File: config.mk
export PLATFORM = sky130hd
export DESIGN_NAME = lcb_xbar_bypass
export DESIGN_NICKNAME = d
export VERILOG_FILES = /design/src/rtl/lcb_pkg.sv /design/src/rtl/lcb_vc_pick.sv /design/src/rtl/lcb_locality_reg.sv /design/src/rtl/lcb_out_stage.sv /design/src/rtl/lcb_xbar_bypass.sv
export SDC_FILE = /design/constraint.sdc
export NUM_CORES = 1
export LEC_CHECK = 0
export ABC_CLOCK_PERIOD_IN_PS = 3100
export BUFFER_PORTS_ARGS = -buffer_cell sky130_fd_sc_hd__buf_2
export CAP_MARGIN = 10
export CORE_AREA = 2 2 409 411
export CTS_CLUSTER_DIAMETER = 30
export DETAILED_ROUTE_END_ITERATION = 10
export DIE_AREA = 0 0 411 413
export PLACE_DENSITY = 0.4
export SYNTH_ARGS = -nofsm -noshare
export SYNTH_HDL_FRONTEND = slang
export SYNTH_SLANG_ARGS = --single-unit
File: constraint.sdc
create_clock -name clk -period 3.1 [get_ports clk]
set_input_delay 0.62 -clock clk [delete_from_list [all_inputs] [get_ports clk]]
set_output_delay 0.62 -clock clk [all_outputs]
set_load 0.01 [all_outputs]
File: src/rtl/lcb_pkg.sv
// Shared definitions for the locality-predicted crossbar bypass stage.
// Assumes nothing beyond IEEE 1800-2017 packages.
package lcb_pkg;

    // Default geometry of the router.
    localparam int unsigned LCB_DEF_PORTS  = 5;
    localparam int unsigned LCB_DEF_FLIT_W = 64;
    localparam int unsigned LCB_DEF_NUM_VC = 5;

    // Which source fed an output register.
    typedef enum logic {
        PATH_BUFFERED = 1'b0,
        PATH_SHORTCUT = 1'b1
    } path_e;

endpackage

File: src/rtl/lcb_vc_pick.sv
// Picks the downstream VC a shortcut flit is stamped with: the lowest-indexed
// VC that still has credit. No load balancing is done, because critical
// packets are short. Pure combinational logic, one instance per output.
module lcb_vc_pick #(
    parameter int unsigned NUM_VC = 5,
    parameter int unsigned VC_W   = 3
) (
    input  logic [NUM_VC-1:0] vc_free,
    output logic              vc_avail,
    output logic [VC_W-1:0]   vc_idx
);

    // Any downstream VC with credit enables the shortcut.
    assign vc_avail = |vc_free;

    // Priority scan from the top, so the lowest free index wins.
    always_comb begin
        vc_idx = '0;
        for (int v = NUM_VC - 1; v >= 0; v--) begin
            if (vc_free[v]) vc_idx = VC_W'(v);
        end
    end

    // The chosen VC is free and no lower VC is free.
    always_comb begin
        if (vc_avail) begin
            assert_lowest_free_R5: assert (vc_free[vc_idx] &&
                ((vc_free & ((NUM_VC'(1) << vc_idx) - NUM_VC'(1))) == '0));
        end
    end

endmodule

File: src/rtl/lcb_locality_reg.sv
// Prediction register for one output. It remembers the input of the last
// critical flit that left this output and flags a hit when a critical flit
// from that input targets this output again. Assumes in_dest is the
// destination output index computed ahead of this stage.
module lcb_locality_reg #(
    parameter int unsigned PORTS   = 5,
    parameter int unsigned PW      = 3,
    parameter int unsigned OUT_IDX = 0
) (
    input  logic               clk,
    input  logic               rst_n,
    input  logic [PORTS-1:0]   in_valid,
    input  logic [PORTS-1:0]   in_crit,
    input  logic [PORTS*PW-1:0] in_dest,
    input  logic               upd_en,
    input  logic [PW-1:0]      upd_src,
    output logic               hit,
    output logic [PW-1:0]      loc_src
);

    logic loc_valid;

    // Capture the source of every critical flit that leaves this output.
    always_ff @(posedge clk) begin
        if (!rst_n) begin
            loc_valid <= 1'b0;
            loc_src   <= '0;
        end else if (upd_en) begin
            loc_valid <= 1'b1;
            loc_src   <= upd_src;
        end
    end

    // Hit when the recorded input presents a critical flit for this output.
    always_comb begin
        hit = 1'b0;
        for (int i = 0; i < PORTS; i++) begin
            if (loc_valid && loc_src == PW'(i) && in_valid[i] && in_crit[i] &&
                in_dest[i*PW +: PW] == PW'(OUT_IDX)) begin
                hit = 1'b1;
            end
        end
    end

    assert_update_takes_src_R2: assert property (@(posedge clk) disable iff (!rst_n)
        upd_en |=> (loc_valid && loc_src == $past(upd_src)));

    assert_empty_never_hits_R1: assert property (@(posedge clk) disable iff (!rst_n)
        !loc_valid |-> !hit);

endmodule

File: src/rtl/lcb_out_stage.sv
// Output half of one crossbar column. A 2:1 choice between the shortcut flit
// (with its VC field restamped) and the granted buffered flit, followed by
// the output register. Also reports which critical flit left, so the
// prediction register can learn. Assumes byp_sel and buf_ok never coincide.
module lcb_out_stage
    import lcb_pkg::*;
#(
    parameter int unsigned PORTS  = 5,
    parameter int unsigned PW     = 3,
    parameter int unsigned FLIT_W = 64,
    parameter int unsigned VC_W   = 3
) (
    input  logic                    clk,
    input  logic                    rst_n,
    input  logic                    byp_sel,
    input  logic [PW-1:0]           byp_src,
    input  logic [VC_W-1:0]         byp_vc,
    input  logic                    buf_ok,
    input  logic [PW-1:0]           buf_src,
    input  logic [PORTS*FLIT_W-1:0] in_flit,
    input  logic [PORTS*FLIT_W-1:0] buf_flit,
    input  logic [PORTS-1:0]        buf_crit,
    output logic                    out_valid,
    output logic                    out_bypass,
    output logic [FLIT_W-1:0]       out_flit,
    output logic                    upd_en,
    output logic [PW-1:0]           upd_src
);

    logic [FLIT_W-1:0] byp_raw;
    logic [FLIT_W-1:0] buf_raw;
    logic              buf_crit_sel;
    logic [FLIT_W-1:0] nxt_flit;
    path_e             nxt_path;
    path_e             out_path;

    // Column multiplexers over the inputs, one per source.
    always_comb begin
        byp_raw      = '0;
        buf_raw      = '0;
        buf_crit_sel = 1'b0;
        for (int i = 0; i < PORTS; i++) begin
            if (byp_src == PW'(i)) byp_raw = in_flit[i*FLIT_W +: FLIT_W];
            if (buf_src == PW'(i)) begin
                buf_raw      = buf_flit[i*FLIT_W +: FLIT_W];
                buf_crit_sel = buf_crit[i];
            end
        end
    end

    // Final 2:1 selection, restamping the VC field on the shortcut.
    always_comb begin
        if (byp_sel) begin
            nxt_flit             = byp_raw;
            nxt_flit[VC_W-1:0]   = byp_vc;
            nxt_path             = PATH_SHORTCUT;
        end else begin
            nxt_flit = buf_raw;
            nxt_path = PATH_BUFFERED;
        end
    end

    // Tell the prediction register which critical flit leaves this cycle.
    always_comb begin
        upd_en  = byp_sel || (buf_ok && buf_crit_sel);
        upd_src = byp_sel ? byp_src : buf_src;
    end

    // Output register of the traversal stage.
    always_ff @(posedge clk) begin
        if (!rst_n) begin
            out_valid <= 1'b0;
            out_flit  <= '0;
            out_path  <= PATH_BUFFERED;
        end else begin
            out_valid <= byp_sel || buf_ok;
            out_flit  <= nxt_flit;
            out_path  <= nxt_path;
        end
    end

    assign out_bypass = out_valid && (out_path == PATH_SHORTCUT);

    assert_shortcut_lands_R4: assert property (@(posedge clk) disable iff (!rst_n)
        byp_sel |=> (out_valid && out_bypass));

    assert_grant_lands_R6: assert property (@(posedge clk) disable iff (!rst_n)
        (buf_ok && !byp_sel) |=> (out_valid && !out_bypass));

    assert_sources_exclusive_R7: assert property (@(posedge clk) disable iff (!rst_n)
        byp_sel |-> !buf_ok);

    assert_idle_output_R11: assert property (@(posedge clk) disable iff (!rst_n)
        (!byp_sel && !buf_ok) |=> !out_valid);

endmodule

File: src/rtl/lcb_xbar_bypass.sv
// Switch-traversal stage with a history-predicted shortcut for critical flits.
// Per output: a prediction register, a downstream VC picker and an output
// stage. Across outputs: it finds which inputs the shortcut consumes and
// which switch grants must be deferred. Assumes one destination per input
// flit and at most one switch grant per output.
module lcb_xbar_bypass
    import lcb_pkg::*;
#(
    parameter int unsigned PORTS  = LCB_DEF_PORTS,
    parameter int unsigned FLIT_W = LCB_DEF_FLIT_W,
    parameter int unsigned NUM_VC = LCB_DEF_NUM_VC,
    localparam int unsigned PW    = (PORTS > 1) ? $clog2(PORTS) : 1,
    localparam int unsigned VC_W  = (NUM_VC > 1) ? $clog2(NUM_VC) : 1
) (
    input  logic                     clk,
    input  logic                     rst_n,
    input  logic [PORTS-1:0]         in_valid,
    input  logic [PORTS-1:0]         in_crit,
    input  logic [PORTS*PW-1:0]      in_dest,
    input  logic [PORTS*FLIT_W-1:0]  in_flit,
    input  logic [PORTS-1:0]         buf_crit,
    input  logic [PORTS*FLIT_W-1:0]  buf_flit,
    input  logic [PORTS-1:0]         sa_grant_valid,
    input  logic [PORTS*PW-1:0]      sa_grant_src,
    input  logic [PORTS*NUM_VC-1:0]  dn_vc_free,
    output logic [PORTS-1:0]         in_bypassed,
    output logic [PORTS-1:0]         sa_blocked,
    output logic [PORTS-1:0]         out_valid,
    output logic [PORTS-1:0]         out_bypass,
    output logic [PORTS*FLIT_W-1:0]  out_flit
);

    logic [PORTS-1:0] hit;
    logic [PORTS-1:0] vc_avail;
    logic [PORTS-1:0] byp_sel;
    logic [PORTS-1:0] buf_ok;
    logic [PORTS-1:0] upd_en;
    logic [PW-1:0]    loc_src [PORTS];
    logic [PW-1:0]    upd_src [PORTS];
    logic [VC_W-1:0]  byp_vc  [PORTS];
    logic [PORTS-1:0] take_m  [PORTS];

    // Per-output prediction, VC pick and output register.
    for (genvar o = 0; o < PORTS; o++) begin : g_out
        lcb_locality_reg #(
            .PORTS(PORTS), .PW(PW), .OUT_IDX(o)
        ) u_loc (
            .clk(clk), .rst_n(rst_n),
            .in_valid(in_valid), .in_crit(in_crit), .in_dest(in_dest),
            .upd_en(upd_en[o]), .upd_src(upd_src[o]),
            .hit(hit[o]), .loc_src(loc_src[o])
        );

        lcb_vc_pick #(
            .NUM_VC(NUM_VC), .VC_W(VC_W)
        ) u_vc (
            .vc_free(dn_vc_free[o*NUM_VC +: NUM_VC]),
            .vc_avail(vc_avail[o]), .vc_idx(byp_vc[o])
        );

        // Shortcut select: critical hit with a free downstream VC.
        assign byp_sel[o] = hit[o] && vc_avail[o];

        lcb_out_stage #(
            .PORTS(PORTS), .PW(PW), .FLIT_W(FLIT_W), .VC_W(VC_W)
        ) u_stage (
            .clk(clk), .rst_n(rst_n),
            .byp_sel(byp_sel[o]), .byp_src(loc_src[o]), .byp_vc(byp_vc[o]),
            .buf_ok(buf_ok[o]), .buf_src(sa_grant_src[o*PW +: PW]),
            .in_flit(in_flit), .buf_flit(buf_flit), .buf_crit(buf_crit),
            .out_valid(out_valid[o]), .out_bypass(out_bypass[o]),
            .out_flit(out_flit[o*FLIT_W +: FLIT_W]),
            .upd_en(upd_en[o]), .upd_src(upd_src[o])
        );

        assert_needs_free_vc_R4: assert property (@(posedge clk) disable iff (!rst_n)
            out_bypass[o] |-> $past(dn_vc_free[o*NUM_VC +: NUM_VC] != '0));

        assert_hit_defers_grant_R7: assert property (@(posedge clk) disable iff (!rst_n)
            (sa_blocked[o] && byp_sel[o]) |=> out_bypass[o]);

        assert_dry_vc_no_shortcut_R9: assert property (@(posedge clk) disable iff (!rst_n)
            (dn_vc_free[o*NUM_VC +: NUM_VC] == '0) |=> !out_bypass[o]);
    end

    // Input-by-output matrix of shortcut consumption.
    for (genvar i = 0; i < PORTS; i++) begin : g_in
        always_comb begin
            for (int o = 0; o < PORTS; o++) begin
                take_m[i][o] = byp_sel[o] && (loc_src[o] == PW'(i));
            end
        end

        // An input is consumed when any output takes its flit by shortcut.
        assign in_bypassed[i] = |take_m[i];

        assert_single_take_R8: assert property (@(posedge clk) disable iff (!rst_n)
            $onehot0(take_m[i]));

        assert_plain_flit_stays_R10: assert property (@(posedge clk) disable iff (!rst_n)
            !in_crit[i] |-> !in_bypassed[i]);
    end

    // Serve a grant only if its output and its input are both untouched.
    always_comb begin
        for (int o = 0; o < PORTS; o++) begin
            logic src_busy;
            logic src_legal;
            src_busy  = 1'b0;
            src_legal = 1'b0;
            for (int i = 0; i < PORTS; i++) begin
                if (sa_grant_src[o*PW +: PW] == PW'(i)) begin
                    src_legal = 1'b1;
                    src_busy  = in_bypassed[i];
                end
            end
            buf_ok[o]     = sa_grant_valid[o] && src_legal && !byp_sel[o] && !src_busy;
            sa_blocked[o] = sa_grant_valid[o] && !buf_ok[o];
        end
    end

endmodule

==> summary.md <==
The post-synthesis mux area share was 0.4171; the signal arrival time at the worst endpoint was 3330 ps. For the final number of max-transition violations, the log shows 0. TritonCTS built the clock tree. The final route contains 39.78k vias. In this run the critical register-to-register path is captured at g_out[4].u_loc.loc_src[2]. The via count of the first global-routing pass is 39.67k, and the signed area change from the synthesized netlist to the final layout is 47.76%.

The clock transition at the register clock pins on the worst setup and hold paths after CTS is 40 ps. Worst hold path class: in -> reg. The worst setup path is captured at a primary output. Worst slack at placement: -805.8 ps. After layout, the minimum clock period comes to 3949 ps. The filler cell count in the final layout is 17.52k, and the largest fanout on the critical path is 5.

The final instance area was 48040 µm²; the standard-cell row count was 150. Entering global routing, the biggest net connects 73 pins. Sorting the synthesized cells by area gives the leading types as mux4_2 39%, dfxtp_1 22%, a221oi_1 15%. The post-route clock period utilization was 1.274. The number of design-rule violations left by the first detailed-router iteration came out at 5240. The logs give 116 for the number of CTS-inserted buffers and 1057 for the number of top-level pins.

CTS placed an instance of clkbuf_16 at the clock tree root. In the final design database the tool counted 4767 nets. The leading cell type in the layout, fill and taps excluded was buf_2. The library cells used most frequently in the layout, excluding fill and tap cells, are 1024 x buf_2, 561 x mux4_2, 511 x a221oi_1. The worst max-slew margin expressed relative to the limit came out at 0.3734. The worst setup path is of the reg -> out kind. Setup violations remaining at the end of the flow were counted as 10. The tool flagged a number of max-cap violations equal to 0. Dividing total power by cell area gives a power density of 473.9 nW/µm². The tools report the final weighted congestion in routability-driven placement as 0.9265.

The maximum ir drop on the vdd rail was 0.0004811 V; the number of cells traversed by the worst register-to-register path was 14. The run gives 0.4379 as the met2 layer usage reported by global route. The combinational family with the most area after synthesis was multiplexers. The initial antenna violation count was 108; the chip height was 413 µm.

The worst-case setup margin in the final layout was -849.0 ps. The setup slack of the worst register-to-register path was 80 ps; the die outline area was 169700 µm². In this run, synthesis produced a sequential element count of 350. The tools report the number of buffers on the longest clock path as 3. The total detailed-routing wirelength is 250600 µm. The wire-length estimate of the detail-placed layout is 178200 µm.

For this design, the sink count on the clock tree is 350. mux4_2 takes more of the synthesized area than any other cell. The proportion of synthesized flip-flops having asynchronous set or reset works out to 0. The run finished, with violations left. The tools report the launch point of the worst hold path as sa_grant_valid[2].

The worst hold path terminates at g_out[2].u_stage.out_valid. The xor-xnor portion of the synthesized cell area came out at 0. The number of placed instances, taps included, is 6115. A synthesized cell averages 11.15 µm². Between clock sinks in the finished design, the worst skew comes to 43.43 ps. The CTS H-tree depth came out at 3.

The checks that failed: setup timing. Counting flops with a built-in enable in the synthesized netlist gives 0. STA classifies the critical path startpoint as a flip-flop. In the final routed layout, each cell accounts on average for 38.98 µm. Busiest layer in global routing: met2. The sequential fraction of the synthesis area was 0.2155. The final cell count without fillers was 6430; the number of port buffers was 1041.

The area share of the largest cell type after synthesis came out at 0.3886. The first global-routing pass estimated 332200 µm of wire. For the met1 global-route usage, the log shows 0.3344. Counting instances, the worst hold path has a depth of 3.

The launch point of the worst reg-to-reg path was g_out[2].u_loc.loc_src[1]. Setup repair after global routing could not meet its margin everywhere. The chip width is 411 µm. Compound-cell area share of the yosys netlist: 0.2181. For the pin with the worst max-slew slack, the measured transition is 939.9 ps. The logs give 17.84 nW for the leakage power and 6 for the detailed-routing iteration count for the pre-antenna-repair pass. The synthesized netlist occupies a cell area of 32510 µm².

The number of nets handed over by synthesis was 3634. The logs give 165900 µm² for the core footprint and 760 ps for the clock latency of the later-clocked register in the worst-skew pair. The global-route total usage across every layer is 0.2804, and the post-place instance area is 42760 µm². The tools report the initial core utilization as 0.1960.

The number of warning messages in the yosys log came out at 0. The met3 track demand over resource in global routing came out at 0.08811. Area share of and/or/nand/nor cells after synthesis: 0.09386. The number of different library cells in the post-synthesis netlist was 74; the fraction of layout instances using a drive strength above 1 was 0.5842. Dividing the detail-routed via count by the number of cells gives 6.186. The most used flip-flop cell after synthesis is dfxtp_1.

Once detail routing completed, the nets flagged for antenna violations numbered 0. The adder-cell share of the synthesized area works out to 0. The cell count after synthesis came out at 2917. For the total DRC errors in the routed layout, the log shows 0. The required time of the worst setup path is 2480 ps, and the top achievable clock speed is 0.2532 GHz. For this run the aggregate overflow at the end of global routing stands at 0.

The count of endpoints failing hold in the final timing report was 0.
state kept, by name, indices dropped and copies added (netlist names):
| signal | flops |
|---|---|
| g_out.u_loc.loc_valid | 5 |
| g_out.u_stage.out_valid | 5 |
| g_out.u_loc.loc_src | 15 |
| g_out.u_stage.out_path | 5 |
| g_out.u_stage.out_flit | 320 |
critical path, stage by stage, from the launching register on:
cell and delay, ps:
dfxtp_4 400, buf_6 120, nor3b_4 40, nor3b_4 160, a211oi_4 320, buf_6 160
nor2_2 40, a211o_4 350, buf_4 150, o41ai_2 310, o311a_1 250, a31oi_1 100
buf_4 170
cells in the mapped netlist (10+ instances only):
| cell | number |
|---|---|
| clkbuf_1 | 345 |
| o21a_1 | 16 |
| mux4_2 | 561 |
| o22ai_1 | 64 |
| nand3_1 | 11 |
| mux2_2 | 68 |
| a21oi_1 | 17 |
| a221oi_1 | 540 |
| inv_1 | 25 |
| nor3_1 | 314 |
| nor2_1 | 123 |
| buf_2 | 11 |
| a22oi_1 | 154 |
| buf_4 | 10 |
| mux2i_1 | 16 |
| buf_1 | 65 |
| nand2_1 | 50 |
| o21ai_0 | 11 |
| dfxtp_1 | 350 |
worst max path at each step:
stage                              start            end  depth (start not counted)  slack [ps]
4_1_cts        g_out[2].u_loc.loc_src[1]  sa_blocked[1]                         12        -950
3_5_place_dp                  in_dest[7]  sa_blocked[0]                         13        -810
5_1_grt        g_out[2].u_loc.loc_src[1]  sa_blocked[3]                         12        -950
6_report       g_out[2].u_loc.loc_src[1]  sa_blocked[4]                         12        -850
2_1_floorplan                in_dest[11]  sa_blocked[2]                          8         -30
3_3_place_gp                  in_dest[7]  sa_blocked[0]                         13        -810
layer usage:
layer	up-vias	wire length (µm)
met5	-	350
met1	20077	91760
met3	880	28000
met2	3503	113900
met4	58	16650
li1	15261	-
final cells by class:
type / count / area, µm² / share of cell area
clock buffers: 158 / 3344 / 0.06961
multi-input cells: 2104 / 24480 / 0.5095
clock inverters: 61 / 818.3 / 0.01703
inverters: 30 / 142.6 / 0.002969
well taps: 2204 / 2758 / 0.05740
diodes: 75 / 187.7 / 0.003906
flip-flops and latches: 350 / 7061 / 0.1470
repair buffers: 1448 / 9255 / 0.1926
kinds of logic (layout without fill, tap and decap cells):
| group | Yosys count | after routing |
|---|---|---|
| AO/OA/AOI/OAI | 863 | 863 |
| buffers and inverters | 463 | 1697 |
| flip-flops | 350 | 350 |
| multiplexers | 645 | 645 |
| other | 0 | 75 |
| AND/OR/NAND/NOR | 596 | 596 |
metrics by stage:
step,utilization,TNS [ps],total power [W],hold slack (ps)
finish,0.2896,-5939,0.02277,155.9
global placement,0.2577,-23020,0.01019,488.7
global route,0.2892,-7056,0.02345,145.5
floorplan,-,-75.70,0.007592,440.4
detailed placement,0.2577,-20910,0.01022,488.2
CTS,0.2868,-7496,0.02284,81.41
power breakdown:
group          leakage (nW)  internal, W  switching (W)
registers              2.89      0.00480       0.000127
clock network          2.01      0.00866        0.00378
logic                  12.9      0.00238        0.00302
total                  17.8       0.0158        0.00693
what timing repair did:
item                                    CTS  global route
endpoints found under the setup margin   14            81
hold buffers                              0             0
cloned                                    1             2
setup buffers                            18             7
resized for setup                       100            37
pin swaps                                27            29
No activity file was read; power rests on OpenSTA's default activity.
